[src/rtl/exc_seq_pkg.sv]
package exc_seq_pkg;

  localparam int NCOND = 4;

  typedef enum logic [2:0] {
    CS_NONE = 3'd0,
    CS_RST  = 3'd1,
    CS_MCK  = 3'd2,
    CS_EXT  = 3'd3,
    CS_DAT  = 3'd4,
    CS_ILL  = 3'd5,
    CS_PRV  = 3'd6,
    CS_TRP  = 3'd7
  } cause_e;

  // vector slot number for each cause; program-type causes share slot 7
  function automatic logic [3:0] vec_slot(cause_e c);
    case (c)
      CS_RST:                 return 4'd1;
      CS_MCK:                 return 4'd2;
      CS_DAT:                 return 4'd3;
      CS_EXT:                 return 4'd5;
      CS_ILL, CS_PRV, CS_TRP: return 4'd7;
      default:                return 4'd0;
    endcase
  endfunction

endpackage

[src/rtl/exc_pend_table.sv]
module exc_pend_table
  import exc_seq_pkg::*;
#(
  parameter int DEPTH = 8,
  localparam int TAG_W = (DEPTH > 1) ? $clog2(DEPTH) : 1
) (
  input  logic             clk,
  input  logic             rst_n,
  input  logic             wr_en,
  input  logic [TAG_W-1:0] wr_tag,
  input  logic [NCOND-1:0] wr_cond,
  input  logic             clr_en,
  input  logic [TAG_W-1:0] clr_tag,
  input  logic [NCOND-1:0] clr_mask,
  input  logic             flush,
  input  logic [TAG_W-1:0] rd_tag,
  output logic [NCOND-1:0] rd_cond
);

  logic [NCOND-1:0] slot_q [DEPTH];
  logic [NCOND-1:0] slot_d [DEPTH];

  for (genvar i = 0; i < DEPTH; i++) begin : g_slot
    always_comb begin
      slot_d[i] = slot_q[i];
      if (wr_en && (wr_tag == TAG_W'(i))) slot_d[i] = slot_d[i] | wr_cond;
      if (clr_en && (clr_tag == TAG_W'(i))) slot_d[i] = slot_d[i] & ~clr_mask;
      if (flush) slot_d[i] = '0;
    end

    always_ff @(posedge clk or negedge rst_n) begin
      if (!rst_n) slot_q[i] <= '0;
      else        slot_q[i] <= slot_d[i];
    end


    cond_clear_chk: assert property (@(posedge clk) disable iff (!rst_n)
      (clr_en && clr_tag == TAG_W'(i) && !(wr_en && wr_tag == TAG_W'(i)))
        |=> ((slot_q[i] & $past(clr_mask)) == '0));
  end

  assign rd_cond = slot_q[rd_tag];

endmodule

[src/rtl/exc_cond_pick.sv]
module exc_cond_pick
  import exc_seq_pkg::*;
(
  input  logic [NCOND-1:0] cond,
  output logic             any,
  output logic [NCOND-1:0] sel,
  output cause_e           cause
);

  always_comb begin
    sel   = '0;
    cause = CS_NONE;
    for (int b = NCOND - 1; b >= 0; b--) begin
      if (cond[b]) begin
        sel    = '0;
        sel[b] = 1'b1;
        cause  = cause_e'(3'(int'(CS_DAT) + b));
      end
    end
  end

  assign any = |cond;

endmodule

[src/rtl/exc_vec_map.sv]
module exc_vec_map
  import exc_seq_pkg::*;
#(
  parameter int              ADDR_W   = 32,
  parameter logic [ADDR_W-1:0] VEC_BASE = '0
) (
  input  cause_e            cause,
  output logic [ADDR_W-1:0] vector
);

  localparam logic [ADDR_W-1:0] STRIDE = ADDR_W'(32'h100);

  assign vector = VEC_BASE + ADDR_W'(vec_slot(cause)) * STRIDE;

endmodule

[src/rtl/exc_commit_seq.sv]
module exc_commit_seq
  import exc_seq_pkg::*;
#(
  parameter int              DEPTH    = 8,
  parameter int              ADDR_W   = 32,
  parameter logic [ADDR_W-1:0] VEC_BASE = '0,
  localparam int TAG_W = (DEPTH > 1) ? $clog2(DEPTH) : 1
) (
  input  logic              clk,
  input  logic              rst_n,
  input  logic              rpt_valid_i,
  input  logic [TAG_W-1:0]  rpt_tag_i,
  input  logic [3:0]        rpt_cond_i,
  input  logic              cmp_busy_i,
  input  logic [TAG_W-1:0]  cmp_tag_i,
  input  logic              cmp_done_i,
  input  logic              sq_empty_i,
  input  logic              ext_req_i,
  input  logic              mck_req_i,
  input  logic              rst_req_i,
  input  logic              rfe_i,
  output logic              take_o,
  output logic [2:0]        cause_o,
  output logic [ADDR_W-1:0] vector_o,
  output logic              sup_set_o,
  output logic              save_o,
  output logic              in_handler_o
);

  logic [NCOND-1:0]  head_cond;
  logic [NCOND-1:0]  head_sel;
  logic              head_any;
  cause_e            head_cause;

  logic              fire_d, clr_en, flush;
  cause_e            cause_d;
  logic [ADDR_W-1:0] vec_d;

  logic rst_pend_q, rst_pend_d;
  logic mck_pend_q, mck_pend_d;
  logic ext_pend_q, ext_pend_d;
  logic in_hdl_q,   in_hdl_d;
  logic take_q, sup_q, save_q;
  cause_e            cause_q;
  logic [ADDR_W-1:0] vec_q;

  exc_pend_table #(.DEPTH(DEPTH)) u_table (
    .clk      (clk),
    .rst_n    (rst_n),
    .wr_en    (rpt_valid_i),
    .wr_tag   (rpt_tag_i),
    .wr_cond  (rpt_cond_i),
    .clr_en   (clr_en),
    .clr_tag  (cmp_tag_i),
    .clr_mask (head_sel),
    .flush    (flush),
    .rd_tag   (cmp_tag_i),
    .rd_cond  (head_cond)
  );

  exc_cond_pick u_pick (
    .cond  (head_cond),
    .any   (head_any),
    .sel   (head_sel),
    .cause (head_cause)
  );

  exc_vec_map #(.ADDR_W(ADDR_W), .VEC_BASE(VEC_BASE)) u_vec (
    .cause  (cause_d),
    .vector (vec_d)
  );

  // next-state: arbitration and pending bookkeeping
  always_comb begin
    fire_d  = 1'b0;
    cause_d = CS_NONE;
    clr_en  = 1'b0;
    if (rst_pend_q) begin
      fire_d  = 1'b1;
      cause_d = CS_RST;
    end else if (mck_pend_q) begin
      fire_d  = 1'b1;
      cause_d = CS_MCK;
    end else if (!in_hdl_q) begin
      if (cmp_busy_i && head_any) begin
        fire_d  = 1'b1;
        cause_d = head_cause;
        clr_en  = 1'b1;
      end else if (ext_pend_q && sq_empty_i && (!cmp_busy_i || cmp_done_i)) begin
        fire_d  = 1'b1;
        cause_d = CS_EXT;
      end
    end

    flush      = fire_d && (cause_d == CS_RST);
    rst_pend_d = rst_req_i | (rst_pend_q & ~flush);
    mck_pend_d = mck_req_i | (mck_pend_q & ~(fire_d && (cause_d == CS_MCK)) & ~flush);
    ext_pend_d = ext_req_i | (ext_pend_q & ~(fire_d && (cause_d == CS_EXT)) & ~flush);

    if (fire_d)     in_hdl_d = 1'b1;
    else if (rfe_i) in_hdl_d = 1'b0;
    else            in_hdl_d = in_hdl_q;
  end

  // registers
  always_ff @(posedge clk or negedge rst_n) begin
    if (!rst_n) begin
      rst_pend_q <= 1'b0;
      mck_pend_q <= 1'b0;
      ext_pend_q <= 1'b0;
      in_hdl_q   <= 1'b0;
      take_q     <= 1'b0;
      sup_q      <= 1'b0;
      save_q     <= 1'b0;
      cause_q    <= CS_NONE;
      vec_q      <= '0;
    end else begin
      rst_pend_q <= rst_pend_d;
      mck_pend_q <= mck_pend_d;
      ext_pend_q <= ext_pend_d;
      in_hdl_q   <= in_hdl_d;
      take_q     <= fire_d;
      sup_q      <= fire_d;
      save_q     <= fire_d && (cause_d != CS_RST);
      if (fire_d) begin
        cause_q <= cause_d;
        vec_q   <= vec_d;
      end
    end
  end

  assign take_o       = take_q;
  assign cause_o      = cause_q;
  assign vector_o     = vec_q;
  assign sup_set_o    = sup_q;
  assign save_o       = save_q;
  assign in_handler_o = in_hdl_q;


  one_at_a_time_chk: assert property (@(posedge clk) disable iff (!rst_n)
    (in_hdl_q && !rst_pend_q && !mck_pend_q) |=> !take_o);


  ext_drained_chk: assert property (@(posedge clk) disable iff (!rst_n)
    (take_o && cause_o == CS_EXT) |-> $past(sq_empty_i));


  strobe_pair_chk: assert property (@(posedge clk) disable iff (!rst_n)
    take_o |-> (sup_set_o && (save_o == (cause_o != CS_RST))));


  shared_vec_chk: assert property (@(posedge clk) disable iff (!rst_n)
    (take_o && (cause_o == CS_ILL || cause_o == CS_PRV || cause_o == CS_TRP))
      |-> (vector_o == VEC_BASE + ADDR_W'(32'h700)));


  reset_flush_chk: assert property (@(posedge clk) disable iff (!rst_n)
    (take_o && cause_o == CS_RST) |-> (!ext_pend_q || $past(ext_req_i)));


  handler_set_chk: assert property (@(posedge clk) disable iff (!rst_n)
    take_o |-> in_hdl_q);

endmodule

[config.mk]
export PLATFORM = sky130hd
export DESIGN_NAME = exc_commit_seq
export DESIGN_NICKNAME = d
export VERILOG_FILES = /design/src/rtl/exc_seq_pkg.sv /design/src/rtl/exc_pend_table.sv /design/src/rtl/exc_cond_pick.sv /design/src/rtl/exc_vec_map.sv /design/src/rtl/exc_commit_seq.sv
export SDC_FILE = /design/constraint.sdc
export NUM_CORES = 1
export LEC_CHECK = 0
export ABC_AREA = 1
export CAP_MARGIN = 40
export CORE_MARGIN = 8
export CORE_UTILIZATION = 55
export CTS_BUF_LIST = sky130_fd_sc_hd__clkbuf_8
export CTS_CLUSTER_SIZE = 30
export DETAILED_ROUTE_END_ITERATION = 7
export GPL_ROUTABILITY_DRIVEN = 0
export PLACE_DENSITY_LB_ADDON = 0.05
export SETUP_SLACK_MARGIN = 0.05
export SLEW_MARGIN = 10
export SYNTH_ARGS = -nofsm -noshare
export SYNTH_HDL_FRONTEND = slang
export SYNTH_SLANG_ARGS = --single-unit
[constraint.sdc]
create_clock -name clk -period 3 [get_ports clk]
set_input_delay 0.9 -clock clk [delete_from_list [all_inputs] [get_ports clk]]
set_output_delay 0.9 -clock clk [all_outputs]
set_load 0.1 [all_outputs]
==> key figures <==
Power and ir drop
  – Sw frac: 38.79%
  – PwrDens: between 400 and 500 nW/um^2
  – Clock power frac: between 20% and 30%
  – Sequential power share: 43.2%
  – Psw: approximately 0.00056 W
  – VDD IR max: 264.7 uV
  – LEAKAGE: between 1.5 and 2 nW
  – Combinational power share: 29.5%
  – Cell Int Power: 0.0008826 W

Global route
  – Vias in the first global route: ~2,300
  – M3 GR Usage: between 4 and 5%
  – Global-route layer with the greatest usage: met2
  – Met2 Resource Use GR: roughly 30%
  – First-pass GRT wire length: roughly 11,000 um
  – Aggregate global-route resource usage: 19.24%
  – Grt met1 use: between 20 and 25%
  – Largest net degree at the start of global routing: 25
  – Total global routing overflow: 0
  – Initial antenna violation count: 0

Setup path
  – Crit path launch: cmp_tag_i[0]
  – Arr. time, crit path: between 2000 and 3000 ps
  – Crit end category: flop
  – Reg-to-Reg Start: u_table.slot_q[22]$_DFF_PN0_
  – Crit Path Category: in -> reg
  – Critical path fanouts, max: 18
  – CP required: around 3200 ps
  – Worst setup SP type: input port

Run status
  – Outcome: complete, no violations

Routing
  – DRC viols: 0
  – Initial DRT Pass Iterations: 5
  – Post-Route WL: 6735 um
  – DR iter-0 viols: 163
  – DR vias: 2,265
  – Via density: roughly 5.2
  – ANT nets after route: 0
  – WL/cell: 15.41 um

Final layout
  – Antenna cell count: 0
  – Register Area: roughly 1100 sq um
  – Area grow syn2layout: 12.82%
  – Layout cells sized above 1: between 10% and 20%
  – Fill cells: 430
  – Multi-input logic area: 1269 sq um
  – Final core utilization: ~64%
  – # nets final: approximately 400

STA
  – Final setup violating endpoints: 0
  – Worst Skew: ~5.6 ps
  – Final Max Slew Viols: 0
  – Hold Violations, Final: 0
  – Final worst path period share: between 80 and 90%
  – Slew margin rel.: 61.12%
  – Worst slew pin tran: roughly 600 ps
  – TNS Setup: 0 ps
  – RSZ-0062 raised after global routing: false
  – Period minus WS final: between 2000 and 3000 ps
  – Max Freq: 0.3704 GHz

Flow run
  – Max_cap viols: 0

Synthesis
  – Synthesized area per cell: ~7.7 sq um
  – Post-synth top area share: between 40% and 50%
  – Cells after Synth: 349
  – Post-synthesis sequential area ratio: between 40% and 50%
  – Asr flop ratio synth: 100.0%
  – EDFF count, synth: 0
  – Largest cells by area after synthesis: dfrtp_1 (41%), nand2_1 (12%), buf_4 (8.4%)
  – Synth Warn #: 0
  – Prevailing post-synth register cell: dfrtp_1
  – Post-Synth Adder-Cell Area: 0%
  – Post-synthesis mux area share: 0%
  – Xor/xnor cell area share of the yosys netlist: 0%
  – Compound-Gate Fraction of Synth Area: 13.94%
  – Count of cell types in the netlist: 28
  – Simple-gate portion of the synthesized area: just under 30%
  – Yosys top cell by area: dfrtp_1
  – Synth top cells by count: nand2_1 (87), nor2_1 (47), dfrtp_1 (44), a21oi_1 (33), buf_4 (30)
  – Most common cell in the synthesized netlist: nand2_1
  – Largest family of logic cells by synthesized area: simple AND/OR/NAND/NOR gates
  – Mapped Area: ~2700 sq um
  – Synth Register Bits: 44

Floorplan
  – Starting Density: 56.99%
  – Top Ports: 59
  – Die ar.: roughly 7300 sq um
  – FP Rows: 25
  – Chip Height: 85.73 um
  – Die W: between 80 and 90 um
  – CORE AREA: roughly 4700 sq um

Clocking
  – CTS buffer count: 5
  – Post-CTS Setup Bufs: 0
  – Skew-Pair Late Insertion Delay: approximately 300 ps
  – H-tree level count: 2
  – CTS tree: built
  – # hold bufs at CTS: 0
  – Cts repair resizes: 0
  – Clock Sinks: 44
  – Clk buf depth: 2
  – Root Driver: clkbuf_8
  – Clock-pin slew on the worst setup and hold paths: 80 ps

Placed design
  – Post-DP HPWL: around 5200 um
  – Count of input and output buffers: 29

Hold path
  – Min-Delay Path Class: reg -> reg
  – Hold Startpoint: rst_pend_q$_DFF_PN0_
metal layers:
metal  up-vias  part of all wire [%]
met3         8                   6.4
li1       1127                     -
met1      1061                    45
met2        69                    47
met5         -                     0
met4         0                   1.5
through the flow:
step,setup slack (ps),power (W),cells,area (sq um),hold slack (ps)
floorplan,681.9,0.0009960,377,2779,424.2
global placement,33.78,0.001053,428,2892,467.7
detailed placement,29.43,0.001059,429,2919,460.4
CTS,311.1,0.001454,437,3017,481.7
global route,153.0,0.001499,437,3017,485.3
finish,300.4,0.001442,437,3017,472.9
final timing paths:
kind                       cells after the start  slack, ps                           end
setup / recovery                              16        300   u_table.slot_q[1]$_DFF_PN0_
hold / removal                                 1        470  u_table.slot_q[18]$_DFF_PN0_
setup reg to reg                              13       1280   u_table.slot_q[1]$_DFF_PN0_
hold reg to reg                                1        470  u_table.slot_q[18]$_DFF_PN0_
max in group asynchronous                      2       1940        cause_o[1]$_DFFE_PN0P_
min in group asynchronous                      1        570  u_table.slot_q[17]$_DFF_PN0_
flip-flops by register name (all words and copies together), names as in the netlist:
signal	count
in_handler_o	1
u_table.slot_q	32
mck_pend_q	1
sup_set_o	1
save_o	1
ext_pend_q	1
rst_pend_q	1
cause_o	3
vector_o	3
power groups by stage:
stage	logic (W)	clock network [W]	registers (W)
finish	0.000425	0.000393	0.000624
global route	0.000450	0.000423	0.000626
CTS	0.000424	0.000406	0.000624
detailed placement	0.000423	0	0.000635
global placement	0.000417	0	0.000635
floorplan	0.000304	0	0.000692
final cells by class:
cell class	count	share of cell area, %
multi-input cells	271	42.06
flip-flops and latches	44	36.50
repair buffers	42	12.94
inverters	18	3.028
clock buffers	6	2.737
well taps	54	2.240
clock inverters	2	0.4977
cell families after synthesis:
group / Yosys count
and+or+nand+nor: 170
buffers and inverters: 62
AOI/OAI and AO/OA: 72
other: 1
DFF: 44
critical path, stage by stage:
cell and delay, ps:
clkdlybuf4s50_1 450, buf_12 180, inv_8 120, nand2_1 70, nand2_1 60, nand2_1 70
nand3_2 100, nand2_2 70, nand2_1 80, nand2_2 70, nand2_4 90, nand3_4 90
nor2_4 190, nand2_2 100, o21ai_0 170, nor2_1 70
cells in the final DEF (no fill, tap or decap), types with 2 or more instances in the layout:
master and count:
o21ai_0 17, nand2_2 10, nand3_1 12, nor2_1 47, clkbuf_8 6, clkdlybuf4s50_1 18
clkinvlp_4 2, a21oi_1 33, nand2_1 87, nand3_2 9, a21o_1 2, o21ai_1 17
inv_1 14, dfrtp_1 44, conb_1 29, buf_4 21, o21bai_1 2, nand2_4 2
Note: power is estimated with default switching activity, not from simulation.
